--- src/rtl/pmerge_pkg.sv ---
package pmerge_pkg;

    // Default geometry: eight byte-wide keys in a 64-bit word.
    localparam int unsigned DEF_WORD_W = 64;
    localparam int unsigned DEF_KEYS   = 8;

    // Sort sense of one output word along rising field index.
    typedef enum logic {
        ORD_DOWN = 1'b0,
        ORD_UP   = 1'b1
    } key_order_e;

    // Direction pair captured together with an operand pair.
    typedef struct packed {
        key_order_e hi_ord;
        key_order_e lo_ord;
    } order_ctl_t;

    // Number of in-word bitonic stages for a given key count.
    function automatic int unsigned merge_depth(input int unsigned keys);
        return $clog2(keys);
    endfunction

    // Total register stages from input sample to result.
    function automatic int unsigned pipe_latency(input int unsigned keys);
        return merge_depth(keys) + 1;
    endfunction

endpackage

--- src/rtl/pm_half_clean.sv ---
module pm_half_clean
    import pmerge_pkg::*;
#(
    parameter int unsigned WORD_W = DEF_WORD_W,
    parameter int unsigned KEYS   = DEF_KEYS
) (
    input  logic              clk,
    input  logic              rst,
    input  logic [WORD_W-1:0] up_word,
    input  logic [WORD_W-1:0] down_word,
    input  order_ctl_t        ctl_in,
    output logic [WORD_W-1:0] big_q,
    output logic [WORD_W-1:0] small_q,
    output order_ctl_t        ctl_q
);
    localparam int unsigned FIELD_W = WORD_W / KEYS;

    // Per-field mask: all ones where the upward key is >= its partner.
    logic [WORD_W-1:0] ge_mask;
    logic [WORD_W-1:0] big_d;
    logic [WORD_W-1:0] small_d;

    for (genvar f = 0; f < KEYS; f++) begin : g_field
        assign ge_mask[f*FIELD_W +: FIELD_W] =
            {FIELD_W{up_word[f*FIELD_W +: FIELD_W] >= down_word[f*FIELD_W +: FIELD_W]}};
    end

    assign big_d   = (up_word & ge_mask)   | (down_word & ~ge_mask);
    assign small_d = (down_word & ge_mask) | (up_word & ~ge_mask);

    always_ff @(posedge clk) begin
        if (rst) begin
            big_q   <= '0;
            small_q <= '0;
            ctl_q   <= '{hi_ord: ORD_DOWN, lo_ord: ORD_DOWN};
        end else begin
            big_q   <= big_d;
            small_q <= small_d;
            ctl_q   <= ctl_in;
        end
    end

endmodule

--- src/rtl/pm_bitonic_stage.sv ---
module pm_bitonic_stage
    import pmerge_pkg::*;
#(
    parameter int unsigned WORD_W = DEF_WORD_W,
    parameter int unsigned KEYS   = DEF_KEYS,
    parameter int unsigned SPAN   = 1
) (
    input  logic              clk,
    input  logic              rst,
    input  logic [WORD_W-1:0] d_in,
    input  key_order_e        ord_in,
    output logic [WORD_W-1:0] d_q,
    output key_order_e        ord_q
);
    localparam int unsigned FIELD_W = WORD_W / KEYS;

    logic [WORD_W-1:0] d_nxt;

    // Each lane in the lower half of a 2*SPAN block owns one compare-exchange.
    for (genvar i = 0; i < KEYS; i++) begin : g_lane
        if (((i / SPAN) % 2) == 0) begin : g_pair
            localparam int unsigned J = i + SPAN;
            logic [FIELD_W-1:0] key_a;
            logic [FIELD_W-1:0] key_b;
            logic [FIELD_W-1:0] key_min;
            logic [FIELD_W-1:0] key_max;
            logic               a_le_b;

            assign key_a   = d_in[i*FIELD_W +: FIELD_W];
            assign key_b   = d_in[J*FIELD_W +: FIELD_W];
            assign a_le_b  = key_a <= key_b;
            assign key_min = a_le_b ? key_a : key_b;
            assign key_max = a_le_b ? key_b : key_a;

            assign d_nxt[i*FIELD_W +: FIELD_W] = (ord_in == ORD_UP) ? key_min : key_max;
            assign d_nxt[J*FIELD_W +: FIELD_W] = (ord_in == ORD_UP) ? key_max : key_min;
        end
    end

    always_ff @(posedge clk) begin
        if (rst) begin
            d_q   <= '0;
            ord_q <= ORD_DOWN;
        end else begin
            d_q   <= d_nxt;
            ord_q <= ord_in;
        end
    end

endmodule

--- src/rtl/pm_word_sort.sv ---
module pm_word_sort
    import pmerge_pkg::*;
#(
    parameter int unsigned WORD_W = DEF_WORD_W,
    parameter int unsigned KEYS   = DEF_KEYS
) (
    input  logic              clk,
    input  logic              rst,
    input  logic [WORD_W-1:0] d_in,
    input  key_order_e        ord_in,
    output logic [WORD_W-1:0] d_out
);
    localparam int unsigned STAGES = merge_depth(KEYS);

    logic [WORD_W-1:0] chain_d [STAGES+1];
    key_order_e        chain_o [STAGES+1];

    assign chain_d[0] = d_in;
    assign chain_o[0] = ord_in;

    // Spans halve from KEYS/2 down to 1.
    for (genvar s = 0; s < STAGES; s++) begin : g_stage
        pm_bitonic_stage #(
            .WORD_W (WORD_W),
            .KEYS   (KEYS),
            .SPAN   (KEYS >> (s + 1))
        ) u_stage (
            .clk    (clk),
            .rst    (rst),
            .d_in   (chain_d[s]),
            .ord_in (chain_o[s]),
            .d_q    (chain_d[s+1]),
            .ord_q  (chain_o[s+1])
        );
    end

    assign d_out = chain_d[STAGES];

endmodule

--- src/rtl/packed_merge2.sv ---
module packed_merge2
    import pmerge_pkg::*;
#(
    parameter int unsigned WORD_W = DEF_WORD_W,
    parameter int unsigned KEYS   = DEF_KEYS
) (
    input  logic              clk,
    input  logic              rst,
    input  logic              in_valid,
    input  logic [WORD_W-1:0] up_word,
    input  logic [WORD_W-1:0] down_word,
    input  logic              hi_up,
    input  logic              lo_up,
    output logic              out_valid,
    output logic [WORD_W-1:0] hi_word,
    output logic [WORD_W-1:0] lo_word
);
    localparam int unsigned LAT = pipe_latency(KEYS);

    order_ctl_t        ctl_in;
    order_ctl_t        ctl_s0;
    logic [WORD_W-1:0] big_s0;
    logic [WORD_W-1:0] small_s0;
    logic [LAT-1:0]    vld_sr;

    assign ctl_in.hi_ord = key_order_e'(hi_up);
    assign ctl_in.lo_ord = key_order_e'(lo_up);

    pm_half_clean #(
        .WORD_W (WORD_W),
        .KEYS   (KEYS)
    ) u_split (
        .clk       (clk),
        .rst       (rst),
        .up_word   (up_word),
        .down_word (down_word),
        .ctl_in    (ctl_in),
        .big_q     (big_s0),
        .small_q   (small_s0),
        .ctl_q     (ctl_s0)
    );

    pm_word_sort #(
        .WORD_W (WORD_W),
        .KEYS   (KEYS)
    ) u_hi_sort (
        .clk    (clk),
        .rst    (rst),
        .d_in   (big_s0),
        .ord_in (ctl_s0.hi_ord),
        .d_out  (hi_word)
    );

    pm_word_sort #(
        .WORD_W (WORD_W),
        .KEYS   (KEYS)
    ) u_lo_sort (
        .clk    (clk),
        .rst    (rst),
        .d_in   (small_s0),
        .ord_in (ctl_s0.lo_ord),
        .d_out  (lo_word)
    );

    // Valid travels alongside the data through all LAT register stages.
    always_ff @(posedge clk) begin
        if (rst) begin
            vld_sr <= '0;
        end else begin
            vld_sr <= (vld_sr << 1) | LAT'(in_valid);
        end
    end

    assign out_valid = vld_sr[LAT-1];

endmodule

--- config.mk ---
export PLATFORM = sky130hd
export DESIGN_NAME = packed_merge2
export DESIGN_NICKNAME = d
export VERILOG_FILES = /design/src/rtl/pmerge_pkg.sv /design/src/rtl/pm_half_clean.sv /design/src/rtl/pm_bitonic_stage.sv /design/src/rtl/pm_word_sort.sv /design/src/rtl/packed_merge2.sv
export SDC_FILE = /design/constraint.sdc
export NUM_CORES = 1
export LEC_CHECK = 0
export BUFFER_PORTS_ARGS = -buffer_cell sky130_fd_sc_hd__buf_4
export CAP_MARGIN = 20
export CORE_AREA = 10 10 226 228
export DETAILED_ROUTE_END_ITERATION = 8
export DIE_AREA = 0 0 236 238
export PLACE_DENSITY = 0.89
export SYNTH_ARGS = -nofsm -noshare
export SYNTH_HDL_FRONTEND = slang
export SYNTH_SLANG_ARGS = --single-unit
--- constraint.sdc ---
create_clock -name clk -period 5.6 [get_ports clk]
set_clock_uncertainty 0.1 [all_clocks]
set_input_delay 0 -clock clk [delete_from_list [all_inputs] [get_ports clk]]
set_output_delay 0 -clock clk [all_outputs]
set_load 0.01 [all_outputs]
# == After elaboration in Yosys (flattened, before gate mapping) ==
# Cells that the tools add are included.
# W data, S select, Z words.
# word_totals
regBits,522
output_inout_bits,129
# op_classes
n_lt_le_gt_ge,32
muxes,96
n_bitwise,8
# ops
operator,n
$mux W8,96
$and A64 B64 Y64,4
$le A8 B8 Y1,24
$or A64 B64 Y64,2
$ge A8 B8 Y1,8
$not A64 Y64,1
$or A4 B1 Y4,1

# == Depth between registers and ports, before layout ==
# depth
ltp_word,4
ltp_mapped,9
ltp_nobuf,7

# == By module ==
# From an unflattened synthesis, not the netlist that was laid out.
# unflattened
cells_unflattened,4350
area_unflattened_um2,34410.5
# by_module_without_submodules
mod,instances,cells_each,area_each_um2,seq_area_each_um2
pm_bitonic_stage at u_hi_sort.g_stage[0].u_stage ...,2,618,4615.7,1301.2
pm_bitonic_stage at u_hi_sort.g_stage[1].u_stage ...,2,618,4614.4,1301.2
pm_bitonic_stage at u_hi_sort.g_stage[2].u_stage ...,2,618,4611.9,1301.2
pm_half_clean,1,634,6621.4,2602.5
packed_merge2,1,8,105.1,80.1

# == Worst setup path before layout ==
# No wires, ideal clock.
# synth_path
kind,reg-to-reg
from,reg u_split.big_q[58]
to,reg u_hi_sort.g_stage[0].u_stage.d_q[31]
setup_time_ps,72
arrival_time_ps,1927
setup_slack_ps,3501
stages_incl_launch_ff,8
n_path_buf,0
synth_period_minus_slack_ps,2099
path_cell_list,dfxtp_1 -> inv_1 -> ha_1 -> a211oi_2 -> a211oi_1 -> o32ai_4 -> xor2_4 -> mux2i_1
# synth_via
elab_chain_len,3
# synth_rtl
element,line_no,rtl
from (decl),pm_half_clean.sv:12,"output logic [WORD_W-1:0] big_q,"
from (signal assigned),pm_half_clean.sv:37,big_q <= big_d;
$le A8 B8 Y1 (*),pm_bitonic_stage.sv:31,assign a_le_b = key_a <= key_b;
"$mux W8, on equally long branches","pm_bitonic_stage.sv:33, pm_bitonic_stage.sv:32",
$mux W8 (*),pm_bitonic_stage.sv:35,assign d_nxt[i*FIELD_W +: FIELD_W] = (ord_in == ORD_UP) ? key_min : key_max;
to (signal assigned),pm_bitonic_stage.sv:45,d_q <= d_nxt;
to (decl),pm_bitonic_stage.sv:12,"output logic [WORD_W-1:0] d_q,"
# Mark *: on every way between the ends. The rest lies on a longest branch, timed or not.
# A chain may end at the register's enable or synchronous reset.

# == Final worst setup path ==
# layout_path
from,in down_word[24]
to,reg u_split.small_q[29]
# layout_via
elab_chain_len,4
# layout_rtl
element,line_no,rtl
from (decl),packed_merge2.sv:11,"input logic [WORD_W-1:0] down_word,"
$ge A8 B8 Y1 (*),pm_half_clean.sv:25,{FIELD_W{up_word[f*FIELD_W +: FIELD_W] >= down_word[f*FIELD_W +: FIELD_W]}};
$not A64 Y64,pm_half_clean.sv:29,assign small_d = (down_word & ge_mask) | (up_word & ~ge_mask);
$and A64 B64 Y64,pm_half_clean.sv:29,
$or A64 B64 Y64 (*),pm_half_clean.sv:29,
to (signal assigned),pm_half_clean.sv:38,small_q <= small_d;
to (decl),pm_half_clean.sv:13,"output logic [WORD_W-1:0] small_q,"
# Marked as above.

==> flow_metrics.tcl <==
set metrics [dict create \
    clk_pin_slew_ns 0.06 \
    fill_cells 2971 \
    grt_max_degree 216 \
    cts_resized 0 \
    yosysTopAreaCellShare 0.348 \
    layout-drive-gt1-share 0.127 \
    cts_tree "yes" \
    arrival_ns 3.25 \
    place_hpwl_mm 61.5 \
    period_share 0.498 \
    path_class "primary input to flip-flop" \
    clockBufferDepth 3 \
    ys_warn_count 0 \
    cp-startpoint "down_word[24]" \
    crit_fanout 8 \
    layout_common_cells "520 x dfxtp_1, 392 x nand2b_1, 384 x mux2i_1" \
    fin_nets 3897 \
    r2r_cells 7 \
    drc 0 \
    synthToLayoutAreaGrowth_pct 18.0 \
    die_x_microns 236 \
    cts_post_setup_buffers_inserted 0 \
    synth-seq-cells 522 \
    async_reset_ff_frac 0 \
    drv_cap 0 \
    required_ns 6.06 \
    track_usage 0.286 \
    max_freq_mhz 359 \
    min_from "hi_up" \
    p_leak_nw 16.0 \
    finalSetupViolations 0 \
    hold_path_class "primary input to flip-flop" \
    finalSetupTns_ns 0 \
    vias_per_cell 5.83 \
    rsz0062_at_grt "false" \
    p_total_w 0.0145 \
    finalCriticalPeriod_ns 2.79 \
    synthTopCellsByArea "dfxtp_1 35%, mux2i_1 13%, ha_1 11%" \
    synthFlopType "dfxtp_1" \
    crit_path_start_kind "primary input" \
    hold_viol_final 0 \
    crit_path_end_kind "flip-flop" \
    status "completed" \
    drtAntennaViolNets 0 \
    hold_depth 3 \
    io-pin-count 262 \
    synthesis.instances 3244 \
    grt_first_pass_wirelength_mm 132 \
    avgSynthCellArea_sq_um 9.25 \
    synth.distinct_cells 30 \
    core_area_sq_um 46400 \
    rows 79 \
    cts.sinks 522 \
    start_util 0.647 \
    p_per_area_nw_per_um2 409 \
    clockRootBuffer "clkbuf_16" \
    final_common_cell "dfxtp_1" \
    r2r_slack_ns 3.00 \
    first_global_vias 24220 \
    yosys.area.top_type "dfxtp_1" \
    cts_buffers 54 \
    synth_area_sq_um 30000 \
    ctsHoldBuffers 200 \
    timing.rr.end "u_hi_sort.g_stage[1].u_stage.d_q[31]" \
    finalWeightedCongestion 0.984 \
    wl_per_cell_microns 20.2 \
    antenna_found_initial 7 \
    drv_slew 0 \
    synth_fp_nets 3633 \
    htreeDepth 2 \
    min_to "u_split.ctl_q[1]" \
    insertion_delay_ns 0.63 \
    die-area_sq_um 56200 \
    gr-total-overflow 0 \
    synth-edff-count 0 \
    dr_total_vias 24280 \
    first_pass_iters 5 \
    relSlewSlack 0.218 \
    drtIter0Drc 2141 \
    port_buffers 261 \
    worstMarginPinSlew_ns 1.17 \
    r2r_start "u_hi_sort.g_stage[0].u_stage.d_q[26]" \
    dieHeight_microns 238 \
    synth-seq-area-share 0.348 \
    wirelength_mm 84.1 \
    ir_drop_uv 286 \
]
cell families after synthesis:
kind of cell	Yosys count	synth area share
AND/OR/NAND/NOR	1058	0.185
buffers and inverters	536	0.0838
flip-flops	522	0.348
AO/OA/AOI/OAI	456	0.119
multiplexers	384	0.128
adder cells (fa/ha/maj)	256	0.107
XOR/XNOR	32	0.0294
worst max path at each step:
| stage | slack (ns) | to | cells past startpoint |
|---|---|---|---|
| global route | 2.67 | u_split.big_q[2] | 6 |
| CTS | 2.94 | u_split.big_q[2] | 6 |
| global placement | 3.13 | u_hi_sort.g_stage[0].u_stage.d_q[31] | 7 |
| detailed placement | 3.06 | u_hi_sort.g_stage[0].u_stage.d_q[31] | 7 |
| floorplan | 3.50 | u_hi_sort.g_stage[0].u_stage.d_q[31] | 7 |
| finish | 2.81 | u_split.small_q[29] | 9 |
critical path, stage by stage:
cell and delay, ns:
dlygate4sd3_1 0.56, buf_4 0.15, ha_1 0.29, nand2b_1 0.18
a21o_1 0.22, a211oi_1 0.37, o31a_1 0.58, mux2i_1 0.28
dlygate4sd3_1 0.61
registers in the layout (all words and copies together) (netlist names):
name,count
u_split.ctl_q,2
u_hi_sort.g_stage.u_stage.ord_q,2
u_lo_sort.g_stage.u_stage.ord_q,2
u_lo_sort.g_stage.u_stage.d_q,192
vld_sr,4
u_split.big_q,64
u_hi_sort.g_stage.u_stage.d_q,192
u_split.small_q,64
through the flow:
stage	util	hold slack, ns	instance area, sq um	setup WS [ns]	instances
6_report	0.764	0.0900	35400	2.81	4164
4_1_cts	0.761	0.0552	35300	2.94	4150
5_1_grt	0.764	0.107	35400	2.67	4162
3_5_place_dp	0.675	0.126	31300	3.06	3849
3_3_place_gp	0.675	0.119	31300	3.13	3849
2_1_floorplan	-	0.0282	30000	3.50	3244
synthesized netlist by cell type, types with 24 or more instances:
cell,n
ha_1,256
inv_1,256
nor3_1,64
buf_4,130
o21ai_0,24
a21oi_1,32
o22ai_1,128
a21o_1,24
mux2i_1,384
nor2b_1,26
dfxtp_1,522
nand2b_1,392
a211oi_1,48
nor2_1,176
o211ai_1,136
nand4_1,56
nand2_1,264
clkbuf_1,133
nor3b_1,64
power breakdown:
group          switching (W)  total [W]  internal [W]
logic                0.00344    0.00583       0.00239
clock network        0.00151    0.00391       0.00239
registers           0.000430    0.00473       0.00430
layer usage:
layer,wire (microns),track usage
met1,35200,0.353
met2,39000,0.476
met3,6450,0.0651
met4,3460,0.117
met5,19,0
cell type report:
| type | count | area (sq um) | area share |
|---|---|---|---|
| Multi-Input combinational cell | 2186 | 17000 | 0.481 |
| Sequential cell | 522 | 10500 | 0.295 |
| Timing Repair Buffer | 488 | 4220 | 0.119 |
| Clock buffer | 77 | 1590 | 0.0449 |
| Inverter | 256 | 961 | 0.0271 |
| Tap cell | 607 | 759 | 0.0215 |
| Clock inverter | 24 | 369 | 0.0104 |
| Antenna cell | 4 | 10.0 | 0.000283 |
Note: power is estimated with default switching activity, not from simulation.
